<file path="src/rtl/srdt_pkg.sv">
package srdt_pkg;
    // Side a leg is asked to conduct on
    typedef enum logic [1:0] {
        SIDE_OFF = 2'd0,
        SIDE_HI  = 2'd1,
        SIDE_LO  = 2'd2
    } side_t;

    // Per-leg sequencer state
    typedef enum logic [1:0] {
        ST_OFF     = 2'd0,
        ST_DEAD    = 2'd1,
        ST_HIGH_ON = 2'd2,
        ST_LOW_ON  = 2'd3
    } leg_st_t;

    // Request encodings on the two-bit phase field
    localparam logic [1:0] REQ_HI = 2'b01;
    localparam logic [1:0] REQ_LO = 2'b10;
endpackage

</file>
<file path="src/rtl/srdt_target.sv">
module srdt_target
    import srdt_pkg::*;
(
    input  logic [1:0] req_i,
    input  logic       pwm_i,
    input  logic       decay_sel_i,
    input  logic       dir_i,
    input  logic       boot_req_i,
    output side_t      tgt_o
);
    side_t raw_side;
    side_t dir_side;

    // Decode the request field
    always_comb begin
        unique case (req_i)
            REQ_HI:  raw_side = SIDE_HI;
            REQ_LO:  raw_side = SIDE_LO;
            default: raw_side = SIDE_OFF;
        endcase
    end

    // Direction reversal swaps the two sides
    always_comb begin
        dir_side = raw_side;
        if (dir_i) begin
            unique case (raw_side)
                SIDE_HI: dir_side = SIDE_LO;
                SIDE_LO: dir_side = SIDE_HI;
                default: dir_side = SIDE_OFF;
            endcase
        end
    end

    // Bootstrap priority, then synchronous rectification in the off-time
    always_comb begin
        tgt_o = dir_side;
        if (boot_req_i) begin
            tgt_o = SIDE_LO;
        end else if (!pwm_i) begin
            if (!decay_sel_i && dir_side == SIDE_HI) begin
                tgt_o = SIDE_LO;
            end else if (decay_sel_i && dir_side == SIDE_LO) begin
                tgt_o = SIDE_HI;
            end
        end
    end
endmodule

</file>
<file path="src/rtl/srdt_leg_fsm.sv">
module srdt_leg_fsm
    import srdt_pkg::*;
#(
    parameter int DT_W = 12
) (
    input  logic            clk,
    input  logic            rst_n,
    input  logic            coast_i,
    input  side_t           tgt_i,
    input  logic [DT_W-1:0] dead_cycles_i,
    output logic            gate_hi_o,
    output logic            gate_lo_o
);
    localparam int RUN_W = DT_W + 1;
    localparam logic [RUN_W-1:0] RUN_MAX = {RUN_W{1'b1}};

    leg_st_t         state_q, state_d;
    logic [DT_W-1:0] cnt_q;
    logic [DT_W-1:0] dead_lat_q;
    logic [DT_W-1:0] dead_eff;
    logic            enter_dead;

    // Zero is clamped to one cycle
    assign dead_eff   = (dead_cycles_i == '0) ? {{(DT_W-1){1'b0}}, 1'b1} : dead_cycles_i;
    assign enter_dead = (state_q != ST_DEAD) && (state_d == ST_DEAD);

    // Next-state selection
    always_comb begin
        state_d = state_q;
        unique case (state_q)
            ST_OFF: begin
                if (tgt_i != SIDE_OFF) state_d = ST_DEAD;
            end
            ST_DEAD: begin
                if (cnt_q == '0) begin
                    unique case (tgt_i)
                        SIDE_HI: state_d = ST_HIGH_ON;
                        SIDE_LO: state_d = ST_LOW_ON;
                        default: state_d = ST_OFF;
                    endcase
                end
            end
            ST_HIGH_ON: begin
                if (tgt_i != SIDE_HI) state_d = ST_DEAD;
            end
            ST_LOW_ON: begin
                if (tgt_i != SIDE_LO) state_d = ST_DEAD;
            end
            default: state_d = ST_OFF;
        endcase
    end

    // State register and dead counter
    always_ff @(posedge clk or negedge rst_n) begin
        if (!rst_n) begin
            state_q    <= ST_OFF;
            cnt_q      <= '0;
            dead_lat_q <= {{(DT_W-1){1'b0}}, 1'b1};
        end else if (coast_i) begin
            state_q <= ST_OFF;
            cnt_q   <= '0;
        end else begin
            state_q <= state_d;
            if (enter_dead) begin
                cnt_q      <= dead_eff - 1'b1;
                dead_lat_q <= dead_eff;
            end else if (state_q == ST_DEAD && cnt_q != '0) begin
                cnt_q <= cnt_q - 1'b1;
            end
        end
    end

    // Gate outputs: coast acts without waiting for a clock edge
    always_comb begin
        gate_hi_o = 1'b0;
        gate_lo_o = 1'b0;
        unique case (state_q)
            ST_HIGH_ON: gate_hi_o = !coast_i;
            ST_LOW_ON:  gate_lo_o = !coast_i;
            default: ;
        endcase
    end

    // Checker counter: consecutive cycles with both gates low
    logic [RUN_W-1:0] off_run_q;
    always_ff @(posedge clk or negedge rst_n) begin
        if (!rst_n) begin
            off_run_q <= '0;
        end else if (gate_hi_o || gate_lo_o) begin
            off_run_q <= '0;
        end else if (off_run_q != RUN_MAX) begin
            off_run_q <= off_run_q + 1'b1;
        end
    end

    p_no_overlap_r1: assert property (@(posedge clk) disable iff (!rst_n)
        !(gate_hi_o && gate_lo_o));

    p_dead_gap_r2: assert property (@(posedge clk) disable iff (!rst_n)
        ($rose(gate_hi_o) || $rose(gate_lo_o)) |-> (off_run_q >= {1'b0, dead_lat_q}));

    p_coast_off_r9: assert property (@(posedge clk) disable iff (!rst_n)
        coast_i |=> (!gate_hi_o && !gate_lo_o));
endmodule

</file>
<file path="src/rtl/srdt_sequencer.sv">
module srdt_sequencer
    import srdt_pkg::*;
#(
    parameter int N_LEGS = 3,
    parameter int DT_W   = 12
) (
    input  logic                  clk,
    input  logic                  rst_n,
    input  logic                  coast_i,
    input  logic [2*N_LEGS-1:0]   phase_req_i,
    input  logic                  pwm_i,
    input  logic                  decay_sel_i,
    input  logic                  dir_i,
    input  logic                  boot_req_i,
    input  logic [DT_W-1:0]       dead_cycles_i,
    output logic [N_LEGS-1:0]     gate_hi_o,
    output logic [N_LEGS-1:0]     gate_lo_o
);
    side_t leg_tgt [N_LEGS];

    for (genvar g = 0; g < N_LEGS; g++) begin : g_leg
        srdt_target u_tgt (
            .req_i       (phase_req_i[2*g +: 2]),
            .pwm_i       (pwm_i),
            .decay_sel_i (decay_sel_i),
            .dir_i       (dir_i),
            .boot_req_i  (boot_req_i),
            .tgt_o       (leg_tgt[g])
        );

        srdt_leg_fsm #(.DT_W(DT_W)) u_fsm (
            .clk           (clk),
            .rst_n         (rst_n),
            .coast_i       (coast_i),
            .tgt_i         (leg_tgt[g]),
            .dead_cycles_i (dead_cycles_i),
            .gate_hi_o     (gate_hi_o[g]),
            .gate_lo_o     (gate_lo_o[g])
        );

        // A gate only rises toward the side the decoder asked for
        p_hi_follows_target_r4: assert property (@(posedge clk) disable iff (!rst_n)
            $rose(gate_hi_o[g]) |-> $past(leg_tgt[g] == SIDE_HI));

        p_lo_follows_target_r4: assert property (@(posedge clk) disable iff (!rst_n)
            $rose(gate_lo_o[g]) |-> $past(leg_tgt[g] == SIDE_LO));
    end
endmodule

</file>
<file path="config.mk">
export PLATFORM = sky130hd
export DESIGN_NAME = srdt_sequencer
export DESIGN_NICKNAME = d
export VERILOG_FILES = /design/src/rtl/srdt_pkg.sv /design/src/rtl/srdt_target.sv /design/src/rtl/srdt_leg_fsm.sv /design/src/rtl/srdt_sequencer.sv
export SDC_FILE = /design/constraint.sdc
export NUM_CORES = 1
export LEC_CHECK = 0
export BUFFER_PORTS_ARGS = -buffer_cell sky130_fd_sc_hd__buf_2
export CAP_MARGIN = 20
export CORE_AREA = 2 2 119 121
export CTS_BUF_LIST = sky130_fd_sc_hd__clkbuf_2 sky130_fd_sc_hd__clkbuf_4 sky130_fd_sc_hd__clkbuf_8
export CTS_CLUSTER_SIZE = 10
export DETAILED_ROUTE_END_ITERATION = 10
export DIE_AREA = 0 0 121 123
export GPL_TIMING_DRIVEN = 1
export HOLD_SLACK_MARGIN = 0.06
export SYNTH_ARGS = -nofsm -noshare
export SYNTH_HDL_FRONTEND = slang
export SYNTH_HIERARCHICAL = 1
export SYNTH_SLANG_ARGS = --single-unit
</file>
<file path="constraint.sdc">
create_clock -name clk -period 4 [get_ports clk]
set_input_delay 0.8 -clock clk [delete_from_list [all_inputs] [get_ports clk]]
set_output_delay 0.8 -clock clk [all_outputs]
set_load 0.005 [all_outputs]
</file>
==> results by stage, run 1 <==
Outcome:
- The run finished with clean final reports.

Detailed routing:
- For this run, design rule violations remaining after detail routing come to 0.
- The routed layout has 4067 vias.
- The detail route stage leaves a number of antenna-violating nets equal to 0.
- The mean number of vias per cell is 5.852.
- The total detailed-routing wirelength is roughly 12 mm.
- The average wire per cell in the routed design is 17.32 µm.
- For this run, the detailed router's first-pass iteration total came to 4.
- The first routing iteration left 229 violations.

Power:
- The combinational share of power is approximately 43%.
- The power density over the cells is 397.4 nW/µm².
- The clock network fraction of total power is 24.1%.
- The cell-internal power is 1.070 mW.
- Net switching is 40.08% of the power.
- In this run the power spent charging and discharging nets is 715.5 µW.
- The worst-case IR drop observed on VDD is 175.1 µV.
- The share of total power dissipated in sequential elements is 32.5%.
- The leakage power of the design is 1.835 nW.

Synthesis:
- The commonest cells after synthesis are nor2_1 (48), nand2_1 (43), dfrtp_1 (42).
- The average footprint of a synthesized cell is 8.087 µm².
- Yosys instantiated no cell more often than nor2_1.
- Summed over its instances, the top area cell type makes up 26.20% of the synthesized netlist area.
- The largest area contributor in the synthesized netlist is dfrtp_1.
- The most used flip-flop cell after synthesis is dfrtp_1.
- The post-synthesis instance area is 4011 µm².
- The synthesized net count is ~530.
- The synthesis-stage register bit count is 42.
- The fraction of registers with async set/reset is 100.0%.
- The count of flip-flops with a built-in enable after synthesis is 0.
- After synthesis, the cell types taking the most area are dfrtp_1 (26%), nor2_1 (4.5%), mux2i_1 (4.2%), nand2_1 (4.0%), ha_1 (3.7%).
- For this run, the number of Yosys warnings is 6.
- Synthesis handed over a netlist of 496 instances.
- The sequential fraction of the synthesis area is between 20% and 30%.
- The unique cell type count in the Yosys netlist is between 50 and 60.

Worst setup path:
- Data on the critical path is required at its endpoint by 4.22 ns.
- The critical path data arrival time is 3.81 ns.
- The buffers plus inverters on the worst setup path is 3.
- The endpoint type of the worst setup path is a flip-flop.
- In this run the critical register-to-register path is captured at g_leg[2].u_fsm/cnt_q[4]$_DFFE_PN0P_.
- The slowest cell on the critical path is or4_2.
- The depth of the worst register-to-register path is 8.
- The worst setup path is launched from an input port.
- The startpoint of the lowest-slack register-to-register path is g_leg[2].u_fsm/state_q[0]$_DFF_PN0_.
- The worst setup path is of the in -> reg kind.
- Traced cell by cell, the critical path runs through buf_2 -> mux2i_1 -> nand2b_1 -> a21oi_1 -> inv_1 -> ha_1 -> mux2i_1 -> a21o_1 -> mux2i_1 -> ha_1 -> inv_1 -> or4_2 -> xor2_1 -> a211oi_1.
- The setup check on the worst reg-to-reg path leaves a slack of 1.34 ns.
- The most frequent cell on the critical path is mux2i_1.
- The delay of the slowest cell on the worst path is 0.62 ns.
- The largest fanout of any net on the critical path is 12.
- The gate family responsible for the most delay along the worst path is simple AND/OR/NAND/NOR gates.

Timing:
- The worst hold slack across all endpoints is 0.4183 ns.
- The max-slew violation count is 0.
- The count of final hold-check violations was 0.
- After layout, the worst path uses between 80% and 90% of the clock period.
- Setup repair after global routing left no endpoint under its margin.
- Setup slack on the critical path of the routed design comes to just over 0.4 ns.
- For the pin with the worst max-slew slack, the measured transition is 0.7826 ns.
- In this run the tightest slew margin relative to its limit is 47.83%.
- Setup violations remaining at the end of the flow were counted as 0.
- The final sum of negative setup slack is 0 ns.
- Static timing analysis puts the maximum clock frequency at between 200 and 300 MHz.
- The clock period could shrink to 3.592 ns.
- The maximum clock skew at final layout is ~0.0098 ns.

Cells and area:
- In the final layout, the share of cells above drive strength 1 is 15.92%.
- The repair_antennas step left the layout with diodes totalling 0.
- The synthesis-to-layout area growth is 11.98%.
- The count of nets after finishing is 551.
- The layout has 1402 filler cells.
- The sequential cell area is 1051 µm².
- After the flow finishes, the layout carries non-filler instances totaling roughly 700.
- Summing all multi-input logic gate instances after layout gives approximately 2800 µm².

Clock network:
- The number of buffers inserted for hold repair after clock tree synthesis is 0.
- The clock reaches the later pin of the worst-skew pair after ~0.30 ns.
- For this design, the sink count on the clock tree is 42.
- In this run the clock root is driven by a clkbuf_8.
- The number of gates given a new drive strength after cts is 0.
- The clock slew at the register clock pins of the worst setup and hold paths is about 0.090 ns.
- The H-tree was split into 2 levels.
- The TritonCTS clock tree is yes.
- Buffers inserted during clock tree synthesis total 5.
- The setup fix buffers added after clock tree synthesis is 0.
- No sink is reached through more buffers than the 2 on the longest clock path.

Die:
- Once the floorplan was initialized, standard cells occupied 29.47% of the core.
- In this run the count of I/O pins placed on the die edge is 31.
- The area enclosed by the die boundary is 14880 µm².
- From left edge to right edge, the die measures 121 µm.
- The die boundary height is 123 µm.
- The total area inside the core boundary comes to roughly 14000 µm².
- The total number of placement rows is 43.

Placement:
- The wire-length estimate of the detail-placed layout is between 8 and 9 mm.
- The placer congestion estimate is 0.8315.
- The count of buffers from port buffering is 30.
- Including well taps, the total number of placed cells is 686.
- Prior to clock tree synthesis, the placed netlist has a worst setup slack of 0.1127 ns.

Global routing:
- The via count of the first global-routing pass is 4123.
- Entering global routing, the biggest net connects 45 pins.
- The combined global-route utilization of all metal layers is 16.69%.
- The number of antenna violations at the first check in global routing came to 0.
- Global routing finished with a remaining overflow of 0.
- The first-pass GRT wire length is 20.19 mm.

Worst hold path:
- The path type of the worst min-delay path is in -> async.

Flow run:
- The max-cap check violation count is 0.
==> power groups by stage <==
stage,sequential (mW),combinational (mW),clock [mW]
after detailed placement,0.587,0.763,0
after global routing,0.594,0.863,0.463
after CTS,0.579,0.767,0.443
final,0.581,0.774,0.430
after global placement,0.583,0.739,0
after floorplan,0.555,0.600,0
==> kinds of logic after synthesis <==
| kind of cell | after synthesis | synth area share [%] |
|---|---|---|
| fa+ha+maj | 12 | 3.743 |
| buf+inv | 44 | 4.710 |
| simple gates | 222 | 29.10 |
| xor+xnor | 12 | 2.620 |
| mux | 25 | 6.488 |
| compound gates | 139 | 27.14 |
| flops | 42 | 26.20 |
==> worst register-to-register path: cells and delay by family, from the launching register on <==
family	cells	cell delay, ns
compound gates	2	0.47
fa+ha+maj	1	0.20
xor+xnor	1	0.16
flops	1	0.47
buf+inv	1	0.06
simple gates	1	0.62
mux	2	0.59
==> layout make-up <==
class                      instances  area share, %
inverter                          13          1.086
clock buffer                       6          1.838
clock inverter                     2          1.337
sequential                        42          23.40
multi-input combinational        410          61.70
timing repair buffer              42          5.627
tap                              180          5.014
==> how the worst max path moves through the flow <==
stage | startpoint | endpoint | slack, ns | cells past startpoint
after floorplan | phase_req_i[4] | g_leg[2].u_fsm/cnt_q[4]$_DFFE_PN0P_ | 0.002 | 13
after global placement | pwm_i | g_leg[2].u_fsm/cnt_q[4]$_DFFE_PN0P_ | 0.28 | 14
after detailed placement | pwm_i | g_leg[2].u_fsm/cnt_q[4]$_DFFE_PN0P_ | 0.11 | 14
after CTS | pwm_i | g_leg[2].u_fsm/cnt_q[4]$_DFFE_PN0P_ | 0.41 | 14
after global routing | pwm_i | g_leg[2].u_fsm/cnt_q[4]$_DFFE_PN0P_ | 0.13 | 14
final | pwm_i | g_leg[2].u_fsm/cnt_q[4]$_DFFE_PN0P_ | 0.41 | 14
==> placed cells by master, fill, tap and decap left out, types with 4 or more instances in the layout <==
cell,synthesis,routed
o22ai_1,8,8
mux2i_1,17,17
clkbuf_8,0,6
dfrtp_1,42,42
ha_1,12,12
xor2_1,12,12
o211ai_1,13,13
a22o_1,8,8
buf_4,0,11
a21oi_1,16,16
a21o_1,8,8
or3_1,13,13
nor4_1,17,17
nand2b_1,6,6
o21ai_0,14,14
or2_2,6,6
mux2_2,8,8
o311ai_0,7,7
buf_2,1,30
nand3_1,18,18
nor2_1,48,48
nand4_1,9,9
a31oi_1,10,10
a211oi_1,11,11
or4_1,4,4
nor3_1,27,27
nand2_1,43,43
a32oi_1,6,6
inv_1,13,13
nor3b_1,4,4
==> layer usage <==
layer  GRT usage, %  wire length [µm]  vias to the layer above
li1               -                 -                     1942
met1          21.28              5351                     2013
met2          28.86              5923                       96
met3          2.168               510                       16
met4          6.177               249                        0
met5              0                 0                        -
==> sequential cells by signal (all words and copies together), names as in the netlist <==
name / cells
g_leg.u_fsm/cnt_q: 36
g_leg.u_fsm/state_q: 6
==> per-stage QoR <==
| stage | utilization (%) | total power, mW | cell area, µm² |
|---|---|---|---|
| 6_report | 33.00 | 1.785 | 4492 |
| 5_1_grt | 33.00 | 1.920 | 4492 |
| 4_1_cts | 32.85 | 1.789 | 4472 |
| 3_5_place_dp | 31.80 | 1.350 | 4329 |
| 3_3_place_gp | 31.80 | 1.322 | 4329 |
| 2_1_floorplan | - | 1.155 | 4013 |
Note: power is estimated with default switching activity, not from simulation.
==> inputs of run 2 (changes only) <==
Settings changed: CORE_AREA 2 2 119 121 to 2 2 114 116, DIE_AREA 0 0 121 123 to 0 0 116 118, SYNTH_HIERARCHICAL 1 to default.
==> run 2 against run 1 <==
Compared with the run above: combinational power decreased by 35%; power decreased by 21%; sequential power decreased by 4.0%; via count decreased by 16%; sequential share of layout area increased by 2.7 points; routed wire length decreased by 18%; sequential cell count unchanged; worst hold slack got worse by 0.10 ns; global-route usage decreased by 1.8 points; count of clock-buffer cells in the layout decreased by 1; clock skew decreased by 0.0013 ns; utilization decreased by 0.60 points; critical path type unchanged; critical endpoint is now g_leg[1].u_fsm.cnt_q[10]$_DFFE_PN0P_; largest cell class unchanged; largest power group is now registers.
==> results by stage, run 2 <==
Outcome:
- Outcome: finished clean (unchanged).

Timing:
- The maximum achievable frequency is 335.4 MHz (was 278.4 MHz).
- The maximum clock skew at final layout was 0.008533 ns (was 0.009833 ns).
- RSZ-0062 raised after global routing: no (unchanged).
- The portion of the clock cycle consumed by the worst path in the final layout is 74.53% (was 89.79%).
- The final number of setup-violating endpoints is 0 (unchanged).
- The max-slew violation count is 0 (unchanged).
- The count of final hold-check violations came to 0 (unchanged).
- The post-route minimum period is 2.981 ns (was 3.592 ns).
- The final sum of negative setup slack came to 0 ns (unchanged).
- The headroom to the max-slew limit is 34.23% (was 47.83%).
- The slew of the pin with the lowest slew margin is 0.9775 ns (was 0.7826 ns).

Synthesis:
- The largest family of logic cells by synthesized area is simple AND/OR/NAND/NOR gates (unchanged).
- The synthesized net count came to 465 (was 533).
- The unique cell type count in the Yosys netlist was 67 (was 58).
- The most used standard cell by instance count after synthesis is dfrtp_1 (was nor2_1).
- The fraction of synthesized cell area in xor and xnor cells is 0.9615% (was 2.620%).
- The post-synthesis instance area is 3643 µm² (was 4011 µm²).
- The sequential fraction of the synthesis area was 28.85% (was 26.20%).
- The most used flip-flop cell after synthesis was dfrtp_1 (unchanged).
- The synthesis warning total came to 0 (was 6).
- The portion of netlist area occupied by mux cells is 3.331% (was 6.488%).
- Biggest area contributors in the synthesized netlist: dfrtp_1 (29%), ha_1 (6.5%), a311oi_1 (4.1%), nor3_1 (3.3%), o21ai_0 (3.3%) (was dfrtp_1 (26%), nor2_1 (4.5%), mux2i_1 (4.2%), nand2_1 (4.0%), ha_1 (3.7%)).
- The largest area contributor in the synthesized netlist is dfrtp_1 (unchanged).
- The synthesis-stage register bit count is 42 (unchanged).
- The simple-gate share of the synthesized area was 28.91% (was 29.10%).
- The count of flip-flops with a built-in enable after synthesis is 0 (unchanged).
- Most used standard cells in the synthesized netlist: dfrtp_1 (42), nor3_1 (24), o21ai_0 (24) (was nor2_1 (48), nand2_1 (43), dfrtp_1 (42)).
- The share of Yosys cell area claimed by the top area cell type is 28.85% (was 26.20%).
- The average footprint of a synthesized cell is 8.654 µm² (was 8.087 µm²).
- The adder and majority gate portion of the synthesized area is 6.525% (was 3.743%).
- The post-synthesis compound-gate area fraction is 24.86% (was 27.14%).
- The synthesized instance count is 421 (was 496).
- The fraction of registers with async set/reset is 100.0% (unchanged).

Clock network:
- The clock slew at the register clock pins of the worst setup and hold paths is 0.09 ns (about the same).
- The number of gates given a new drive strength after cts came to 0 (unchanged).
- The latest clock arrival within the worst-skew pair is 0.30 ns (about the same).
- The maximum level of the CTS H-tree is 2 (unchanged).
- The cell at the root of the clock tree is clkbuf_8 (unchanged).
- The CTS buffer count is 5 (unchanged).
- The number of sinks on the clock net came to 42 (unchanged).
- The maximum clock insertion buffer count came to 2 (unchanged).
- The number of buffers inserted for hold repair after clock tree synthesis is 0 (unchanged).
- The setup fix buffers added after clock tree synthesis was 0 (unchanged).
- The TritonCTS clock tree is yes (unchanged).

Placement:
- The HPWL after detailed placement is 7.091 mm (was 8.454 mm).
- The placer congestion estimate was 0.8686 (was 0.8315).
- The post-placement cell area came to 3894 µm² (was 4329 µm²).
- The count of buffers from port buffering is 30 (unchanged).

Die:
- The area enclosed by the die boundary is 13690 µm² (was 14880 µm²).
- The total number of placement rows came to 41 (was 43).
- The overall die width is 116 µm (was 121 µm).
- The effective utilization at floorplan is 29.35% (was 29.47%).
- The number of top-level design ports is 31 (unchanged).
- The placeable core region came to 12410 µm² (was 13610 µm²).
- The die boundary height is 118 µm (was 123 µm).

Power:
- The power density over the cells is 351.6 nW/µm² (was 397.4 nW/µm²).
- The leakage power of the design came to 1.600 nW (was 1.835 nW).
- The peak ir drop on the vdd network is 156.4 µV (was 175.1 µV).
- The total power consumption of the routed design is 1.414 mW (was 1.785 mW).

Global routing:
- The combined global-route utilization of all metal layers is 14.92% (was 16.69%).
- The first-pass GRT wire length was 16.45 mm (was 20.19 mm).
- The maximum number of pins on one net before global-route repair was 43 (was 45).
- The via count of the first global-routing pass was 3230 (was 4123).
- The overflow left after global routing is 0 (unchanged).
- The number of antenna violations at the first check in global routing is 0 (unchanged).

Cells and area:
- The area of all placed cells without fillers is 4023 µm² (was 4492 µm²).
- The multi-input combinational cell area is 2354 µm² (was 2771 µm²).
- The synthesis-to-layout area growth is 10.41% (was 11.98%).
- The flip-flop count of the largest register after layout came to 36 (unchanged).
- The sequential cell area is 1051 µm² (unchanged).
- The count of nets after finishing is 478 (was 551).
- Biggest registers after layout: g_leg.u_fsm.cnt_q (36), g_leg.u_fsm.state_q (6) (was g_leg.u_fsm/cnt_q (36), g_leg.u_fsm/state_q (6)).
- The antenna cell count is 0 (unchanged).
- Commonest cells after routing, fill and taps aside: dfrtp_1 (42), buf_2 (30), nor3_1 (24), o21ai_0 (24), inv_1 (21) (was nor2_1 (48), nand2_1 (43), dfrtp_1 (42), buf_2 (30), nor3_1 (27)).
- The top register by number of flip-flops is g_leg.u_fsm.cnt_q (was g_leg.u_fsm/cnt_q).
- The fraction of final layout cells sized beyond drive strength 1 was 15.63% (was 15.92%).
- The leading cell type in the layout, fill and taps excluded is dfrtp_1 (was nor2_1).
- The number of filler cells placed in the layout was 1335 (was 1402).

Detailed routing:
- The count of routing violations after the opening detailed-route iteration is 240 (was 229).
- The number of antenna-violating nets in the routed design is 0 (unchanged).
- The number of optimization iterations in the first detailed-route pass is 5 (was 4).
- The average wire per cell in the routed design is 16.19 µm (was 17.32 µm).
- The mean number of vias per cell is 5.639 (was 5.852).
- The total detailed-routing wirelength is 9.828 mm (was 12.03 mm).
- The post-detailed-route DRC marker count is 0 (unchanged).
- The count of vias placed by the detailed router came to 3423 (was 4067).

Worst setup path:
- The endpoint type of the worst setup path is a flip-flop (unchanged).
- The data required time at the worst endpoint came to 4.21 ns (was 4.22 ns).
- The buffers plus inverters on the worst setup path is 2 (was 3).
- The largest fanout of any net on the critical path is 6 (was 12).
- The capturing point of the worst reg2reg path is g_leg[2].u_fsm.cnt_q[7]$_DFFE_PN0P_ (was g_leg[2].u_fsm/cnt_q[4]$_DFFE_PN0P_).
- Critical-path cell list: buf_2 -> nor4_1 -> buf_4 -> a31oi_1 -> ha_1 -> or3b_2 -> nor4_1 -> nor3_1 -> a311oi_1 (was buf_2 -> mux2i_1 -> nand2b_1 -> a21oi_1 -> inv_1 -> ha_1 -> mux2i_1 -> a21o_1 -> mux2i_1 -> ha_1 -> inv_1 -> or4_2 -> xor2_1 -> a211oi_1).
- The class of the most critical setup path is in -> reg (unchanged).
- The most frequent cell on the critical path is nor4_1 (was mux2i_1).
- The delay of the slowest cell on the worst path is 0.60 ns (was 0.62 ns).
- The slowest cell on the critical path is nor4_1 (was or4_2).
- The kind of start point of the critical path was an input port (unchanged).
- The critical path data arrival time is 3.19 ns (was 3.81 ns).
- The slack of the worst reg-to-reg path is 1.50 ns (was 1.34 ns).
- The depth of the worst register-to-register path is 6 (was 8).
- The startpoint of the lowest-slack register-to-register path is g_leg[2].u_fsm.cnt_q[0]$_DFFE_PN0P_ (was g_leg[2].u_fsm/state_q[0]$_DFF_PN0_).
- The gate family responsible for the most delay along the worst path was simple AND/OR/NAND/NOR gates (unchanged).

Worst hold path:
- The path type of the worst min-delay path is in -> async (unchanged).

Flow run:
- The max-cap check violation count is 0 (unchanged).
run 2: changes by cell type in the layout (fill, tap and decap cells not counted), sizes merged, moves of 10 or more:
cell,delta
nor2,-29
nand2,-23
a311oi,+14
nand3,-14
o21ai,+11
xor2,-11
o211ai,-10
run 2: layer usage:
layer / vias up / GRT usage, % / share of wire (%)
li1: 1663 / - / -
met1: 1642 / 22.63 / 50
met2: 102 / 21.05 / 42
met3: 16 / 2.214 / 6.2
met4: 0 / 5.580 / 2.1
met5: - / 0 / 0
run 2: logic make-up after synthesis:
family                     after synthesis
buffers and inverters                   52
DFF                                     42
xor gates and xnor gates                 4
muxes                                   12
adders and majority gates               19
and+or+nand+nor                        170
AOI/OAI and AO/OA                      122
run 2: area by class of cell:
type / instances / area share, %
Clock buffer: 5 / 1.711
Clock inverter: 3 / 0.9953
Inverter: 21 / 1.960
Multi-Input combinational cell: 327 / 58.51
Sequential cell: 42 / 26.13
Tap cell: 172 / 5.350
Timing Repair Buffer: 37 / 5.350
run 2: worst max-delay path by stage:
stage | from | end | slack, ns | cells after the start
after floorplan | pwm_i | g_leg[0].u_fsm.cnt_q[2]$_DFFE_PN0P_ | 1.05 | 11
after global placement | dead_cycles_i[10] | g_leg[1].u_fsm.cnt_q[10]$_DFFE_PN0P_ | 0.86 | 9
after detailed placement | dead_cycles_i[8] | g_leg[1].u_fsm.cnt_q[10]$_DFFE_PN0P_ | 0.75 | 9
after CTS | dead_cycles_i[8] | g_leg[2].u_fsm.cnt_q[10]$_DFFE_PN0P_ | 1.06 | 9
after global routing | dead_cycles_i[4] | g_leg[2].u_fsm.cnt_q[10]$_DFFE_PN0P_ | 0.83 | 8
final | dead_cycles_i[8] | g_leg[1].u_fsm.cnt_q[10]$_DFFE_PN0P_ | 1.02 | 9
run 2: power breakdown:
part / total [mW] / internal [mW] / switching, mW
Sequential: 0.558 / 0.480 / 0.0775
Combinational: 0.506 / 0.203 / 0.303
Clock: 0.350 / 0.184 / 0.166
Total: 1.41 / 0.867 / 0.547
run 2: through the flow:
stage               std cells  utilization (%)  setup slack, ns  hold WS (ns)
floorplan                 421                -            1.051        0.5044
global placement          598            31.36           0.8635        0.5697
detailed placement        598            31.36           0.7511        0.5746
CTS                       606            32.24            1.059        0.5860
global route              607            32.40           0.8316        0.3180
finish                    607            32.40            1.019        0.3160
==> inputs of run 3 (changes only) <==
Settings changed: ABC_AREA from default to 1.
Clock period 4 ns to 2.6 ns, I/O delays scaled along.
==> run 3 against run 2 <==
Compared with the run above: clock power increased by 51%; sequential share of layout area is 1.1 points lower; worst setup slack got worse by 0.72 ns; critical endpoint is now g_leg[1].u_fsm.cnt_q[3]$_DFFE_PN0P_; via count up 5.2%; synthesized cell count increased by 33%; largest power group is now combinational cells; non-clock buffer count up 11.
==> results by stage, run 3 <==
Clock network:
- The maximum clock insertion buffer count was 2 (unchanged).
- The TritonCTS clock tree is yes (unchanged).
- The setup fix buffers added after clock tree synthesis is 0 (unchanged).
- The clock slew at the register clock pins of the worst setup and hold paths is 0.09 ns (about the same).
- The number of sinks on the clock net is 42 (unchanged).
- The number of gates given a new drive strength after cts was 0 (unchanged).
- The cell at the root of the clock tree is clkbuf_8 (unchanged).
- The latest clock arrival within the worst-skew pair is 0.30 ns (about the same).
- The maximum level of the CTS H-tree is 2 (unchanged).
- The CTS buffer count is 5 (unchanged).
- The number of buffers inserted for hold repair after clock tree synthesis was 0 (unchanged).

Worst setup path:
- The slack of the worst reg-to-reg path was 0.88 ns (was 1.50 ns).
- The capturing point of the worst reg2reg path is g_leg[2].u_fsm.cnt_q[5]$_DFFE_PN0P_ (was g_leg[2].u_fsm.cnt_q[7]$_DFFE_PN0P_).
- The kind of start point of the critical path is an input port (unchanged).
- The class of the most critical setup path is in -> reg (unchanged).
- The data required time at the worst endpoint is 2.80 ns (was 4.21 ns).
- The startpoint of the lowest-slack register-to-register path is g_leg[2].u_fsm.cnt_q[0]$_DFFE_PN0P_ (unchanged).
- The endpoint type of the worst setup path is a flip-flop (unchanged).
- The largest fanout of any net on the critical path is 7 (was 6).
- The critical path data arrival time is 2.49 ns (was 3.19 ns).
- The depth of the worst register-to-register path is 10 (was 6).

Cells and area:
- The area of all placed cells without fillers is 4207 µm² (was 4023 µm²).
- Commonest cells after routing, fill and taps aside: nand2_1 (172), inv_1 (76), nor2_1 (56), nand3_1 (47), dfrtp_1 (42) (was dfrtp_1 (42), buf_2 (30), nor3_1 (24), o21ai_0 (24), inv_1 (21)).
- The count of nets after finishing is 647 (was 478).
- The flip-flop count of the largest register after layout is 36 (unchanged).
- The multi-input combinational cell area is 2222 µm² (was 2354 µm²).
- The antenna cell count is 0 (unchanged).
- The sequential cell area is 1051 µm² (unchanged).
- Biggest registers after layout: g_leg.u_fsm.cnt_q (36), g_leg.u_fsm.state_q (6) (unchanged).
- The count of non-filler cells in the finished layout was 776 (was 607).
- The top register by number of flip-flops was g_leg.u_fsm.cnt_q (unchanged).
- The leading cell type in the layout, fill and taps excluded is nand2_1 (was dfrtp_1).
- The number of filler cells placed in the layout came to 1348 (was 1335).
- The synthesis-to-layout area growth is 14.51% (was 10.41%).
- The fraction of final layout cells sized beyond drive strength 1 is 13.91% (was 15.63%).

Timing:
- The minimum setup slack in the final design came to 0.3031 ns (was 1.019 ns).
- The max-slew violation count is 0 (unchanged).
- The slew of the pin with the lowest slew margin is 0.5557 ns (was 0.9775 ns).
- In the finished design, the share of the clock period the worst path needs comes to 88.34%.
- The worst path in the final design needs a cycle of 2.297 ns, including I/O delays and setup.
- The maximum achievable frequency is 435.4 MHz.
- The headroom to the max-slew limit came to 62.61% (was 34.23%).
- The count of final hold-check violations was 0 (unchanged).
- The final number of setup-violating endpoints came to 0 (unchanged).
- The maximum clock skew at final layout is 0.01255 ns (was 0.008533 ns).
- RSZ-0062 raised after global routing: no (unchanged).

Global routing:
- The via count of the first global-routing pass was 3546 (was 3230).
- The overflow left after global routing is 0 (unchanged).
- The number of antenna violations at the first check in global routing came to 0 (unchanged).
- The maximum number of pins on one net before global-route repair came to 33 (was 43).
- The combined global-route utilization of all metal layers came to 14.35% (was 14.92%).
- The first-pass GRT wire length was 16.13 mm (was 16.45 mm).

Detailed routing:
- The number of optimization iterations in the first detailed-route pass is 4 (was 5).
- The count of vias placed by the detailed router is 3601 (was 3423).
- The total detailed-routing wirelength is 9.277 mm (was 9.828 mm).
- The post-detailed-route DRC marker count is 0 (unchanged).
- The count of routing violations after the opening detailed-route iteration came to 163 (was 240).
- The number of antenna-violating nets in the routed design came to 0 (unchanged).
- The average wire per cell in the routed design was 11.95 µm (was 16.19 µm).
- The mean number of vias per cell is 4.640 (was 5.639).

Placement:
- The number of placed cells counting well taps is 768 (was 598).
- The HPWL after detailed placement is 7.445 mm (was 7.091 mm).
- The post-placement cell area is 4098 µm² (was 3894 µm²).
- The count of buffers from port buffering is 30 (unchanged).
- The worst-case setup slack after placement is -0.02509 ns (was 0.7511 ns).
- The placer congestion estimate is 0.8979 (was 0.8686).

Synthesis:
- The fraction of registers with async set/reset is 100.0% (unchanged).
- The adder and majority gate portion of the synthesized area is 6.471% (was 6.525%).
- The synthesis warning total is 0 (unchanged).
- The post-synthesis compound-gate area fraction is 8.924% (was 24.86%).
- The portion of netlist area occupied by mux cells is 0% (was 3.331%).
- The share of Yosys cell area claimed by the top area cell type is 28.61% (was 28.85%).
- Most used standard cells in the synthesized netlist: nand2_1 (172), inv_1 (76), nor2_1 (56) (was dfrtp_1 (42), nor3_1 (24), o21ai_0 (24)).
- The count of flip-flops with a built-in enable after synthesis is 0 (unchanged).
- The sequential fraction of the synthesis area is 28.61% (was 28.85%).
- The synthesized net count came to 604 (was 465).
- The synthesis-stage register bit count is 42 (unchanged).
- The average footprint of a synthesized cell is 6.560 µm² (was 8.654 µm²).
- The fraction of synthesized cell area in xor and xnor cells is 5.722% (was 0.9615%).
- The most used flip-flop cell after synthesis was dfrtp_1 (unchanged).
- The largest family of logic cells by synthesized area is simple AND/OR/NAND/NOR gates (unchanged).
- The largest area contributor in the synthesized netlist is dfrtp_1 (unchanged).
- The synthesized instance count is 560 (was 421).
- The post-synthesis instance area is 3674 µm² (was 3643 µm²).
- Biggest area contributors in the synthesized netlist: dfrtp_1 (29%), nand2_1 (18%), inv_1 (7.8%), ha_1 (6.5%), nand3_1 (6.4%) (was dfrtp_1 (29%), ha_1 (6.5%), a311oi_1 (4.1%), nor3_1 (3.3%), o21ai_0 (3.3%)).
- The unique cell type count in the Yosys netlist is 35 (was 67).
- The most used standard cell by instance count after synthesis is nand2_1 (was dfrtp_1).
- The simple-gate share of the synthesized area came to 39.37% (was 28.91%).

Die:
- The die boundary height is 118 µm (unchanged).
- The number of top-level design ports is 31 (unchanged).
- The overall die width came to 116 µm (unchanged).
- The placeable core region is 12410 µm² (unchanged).
- The total number of placement rows is 41 (unchanged).
- The effective utilization at floorplan was 29.59% (was 29.35%).
- The area enclosed by the die boundary came to 13690 µm² (unchanged).

Worst hold path:
- The path type of the worst min-delay path was in -> async (unchanged).

Power:
- The peak ir drop on the vdd network was 249.7 µV (was 156.4 µV).
- The leakage power of the design is 2.179 nW (was 1.600 nW).
- The power density over the cells is 662.2 nW/µm² (was 351.6 nW/µm²).

Flow run:
- The max-cap check violation count is 0 (unchanged).

Outcome:
- Outcome: finished clean (unchanged).
==> run 3: cell types whose count changed after synthesis, sizes merged, moves of 17 or more <==
| cell | previous run | this run |
|---|---|---|
| nand2 | 20 | 176 |
| inv | 21 | 83 |
| nand3 | 4 | 54 |
| nor2 | 19 | 61 |
| xor2 | 1 | 20 |
| a311oi | 17 | 0 |
| clkbuf | 18 | 1 |
==> run 3: cell families (layout without fill, tap and decap cells) <==
kind of cell / after synthesis / count (layout)
AOI/OAI and AO/OA: 59 / 59
xor gates and xnor gates: 24 / 24
adders and majority gates: 19 / 19
buffers and inverters: 95 / 139
DFF: 42 / 42
and+or+nand+nor: 321 / 321
==> run 3: layout make-up <==
class	count	area share [%]
multi-input combinational	423	52.83
sequential	42	24.99
inverter	83	7.406
timing repair buffer	48	7.079
tap	172	5.116
clock buffer	5	1.636
clock inverter	3	0.9518
==> run 3: stage by stage <==
stage | utilization (%) | hold slack, ns | setup TNS (ns) | power, mW
2_1_floorplan | - | 0.2244 | 0 | 1.929
3_3_place_gp | 33.01 | 0.4075 | 0 | 2.235
3_5_place_dp | 33.01 | 0.4077 | -0.1192 | 2.262
4_1_cts | 33.88 | 0.07549 | 0 | 2.801
5_1_grt | 33.88 | 0.07371 | 0 | 3.065
6_report | 33.88 | 0.06852 | 0 | 2.786
==> run 3: critical path, cell delays in order <==
cell and delay, ns:
buf_2 0.10, or2_2 0.31, a221oi_1 0.26, o21a_1 0.18
buf_4 0.10, ha_1 0.14, nand3_1 0.16, nand4_4 0.20
nand3_4 0.10, nand2_2 0.16, inv_2 0.10, nand3_1 0.10
nand2_1 0.05
==> run 3: report_power, final <==
group | leakage, nW | internal, mW | switching, mW
clock | 0.0579 | 0.283 | 0.246
sequential | 0.547 | 0.797 | 0.148
combinational | 1.57 | 0.495 | 0.816
total | 2.18 | 1.58 | 1.21
==> run 3: worst max-delay path by stage <==
stage                    from                                    to  slack (ns)  cells after the start
2_1_floorplan  phase_req_i[3]   g_leg[1].u_fsm.cnt_q[0]$_DFFE_PN0P_        0.26                     11
3_3_place_gp   phase_req_i[2]   g_leg[1].u_fsm.cnt_q[3]$_DFFE_PN0P_        0.02                     13
3_5_place_dp   phase_req_i[2]  g_leg[1].u_fsm.cnt_q[11]$_DFFE_PN0P_       -0.03                     13
4_1_cts        phase_req_i[2]   g_leg[1].u_fsm.cnt_q[3]$_DFFE_PN0P_        0.30                     13
5_1_grt                 pwm_i  g_leg[2].u_fsm.cnt_q[10]$_DFFE_PN0P_        0.07                     15
6_report       phase_req_i[2]   g_leg[1].u_fsm.cnt_q[3]$_DFFE_PN0P_        0.30                     13
==> run 3: per-layer routing <==
metal | GRT usage (%) | wire [µm] | part of all wire (%) | up-vias
li1 | - | - | - | 1862
met1 | 18.06 | 4265 | 46 | 1672
met2 | 25.55 | 4661 | 50 | 58
met3 | 2.060 | 243 | 2.6 | 9
met4 | 3.423 | 106 | 1.1 | 0
met5 | 0 | 0 | 0 | -
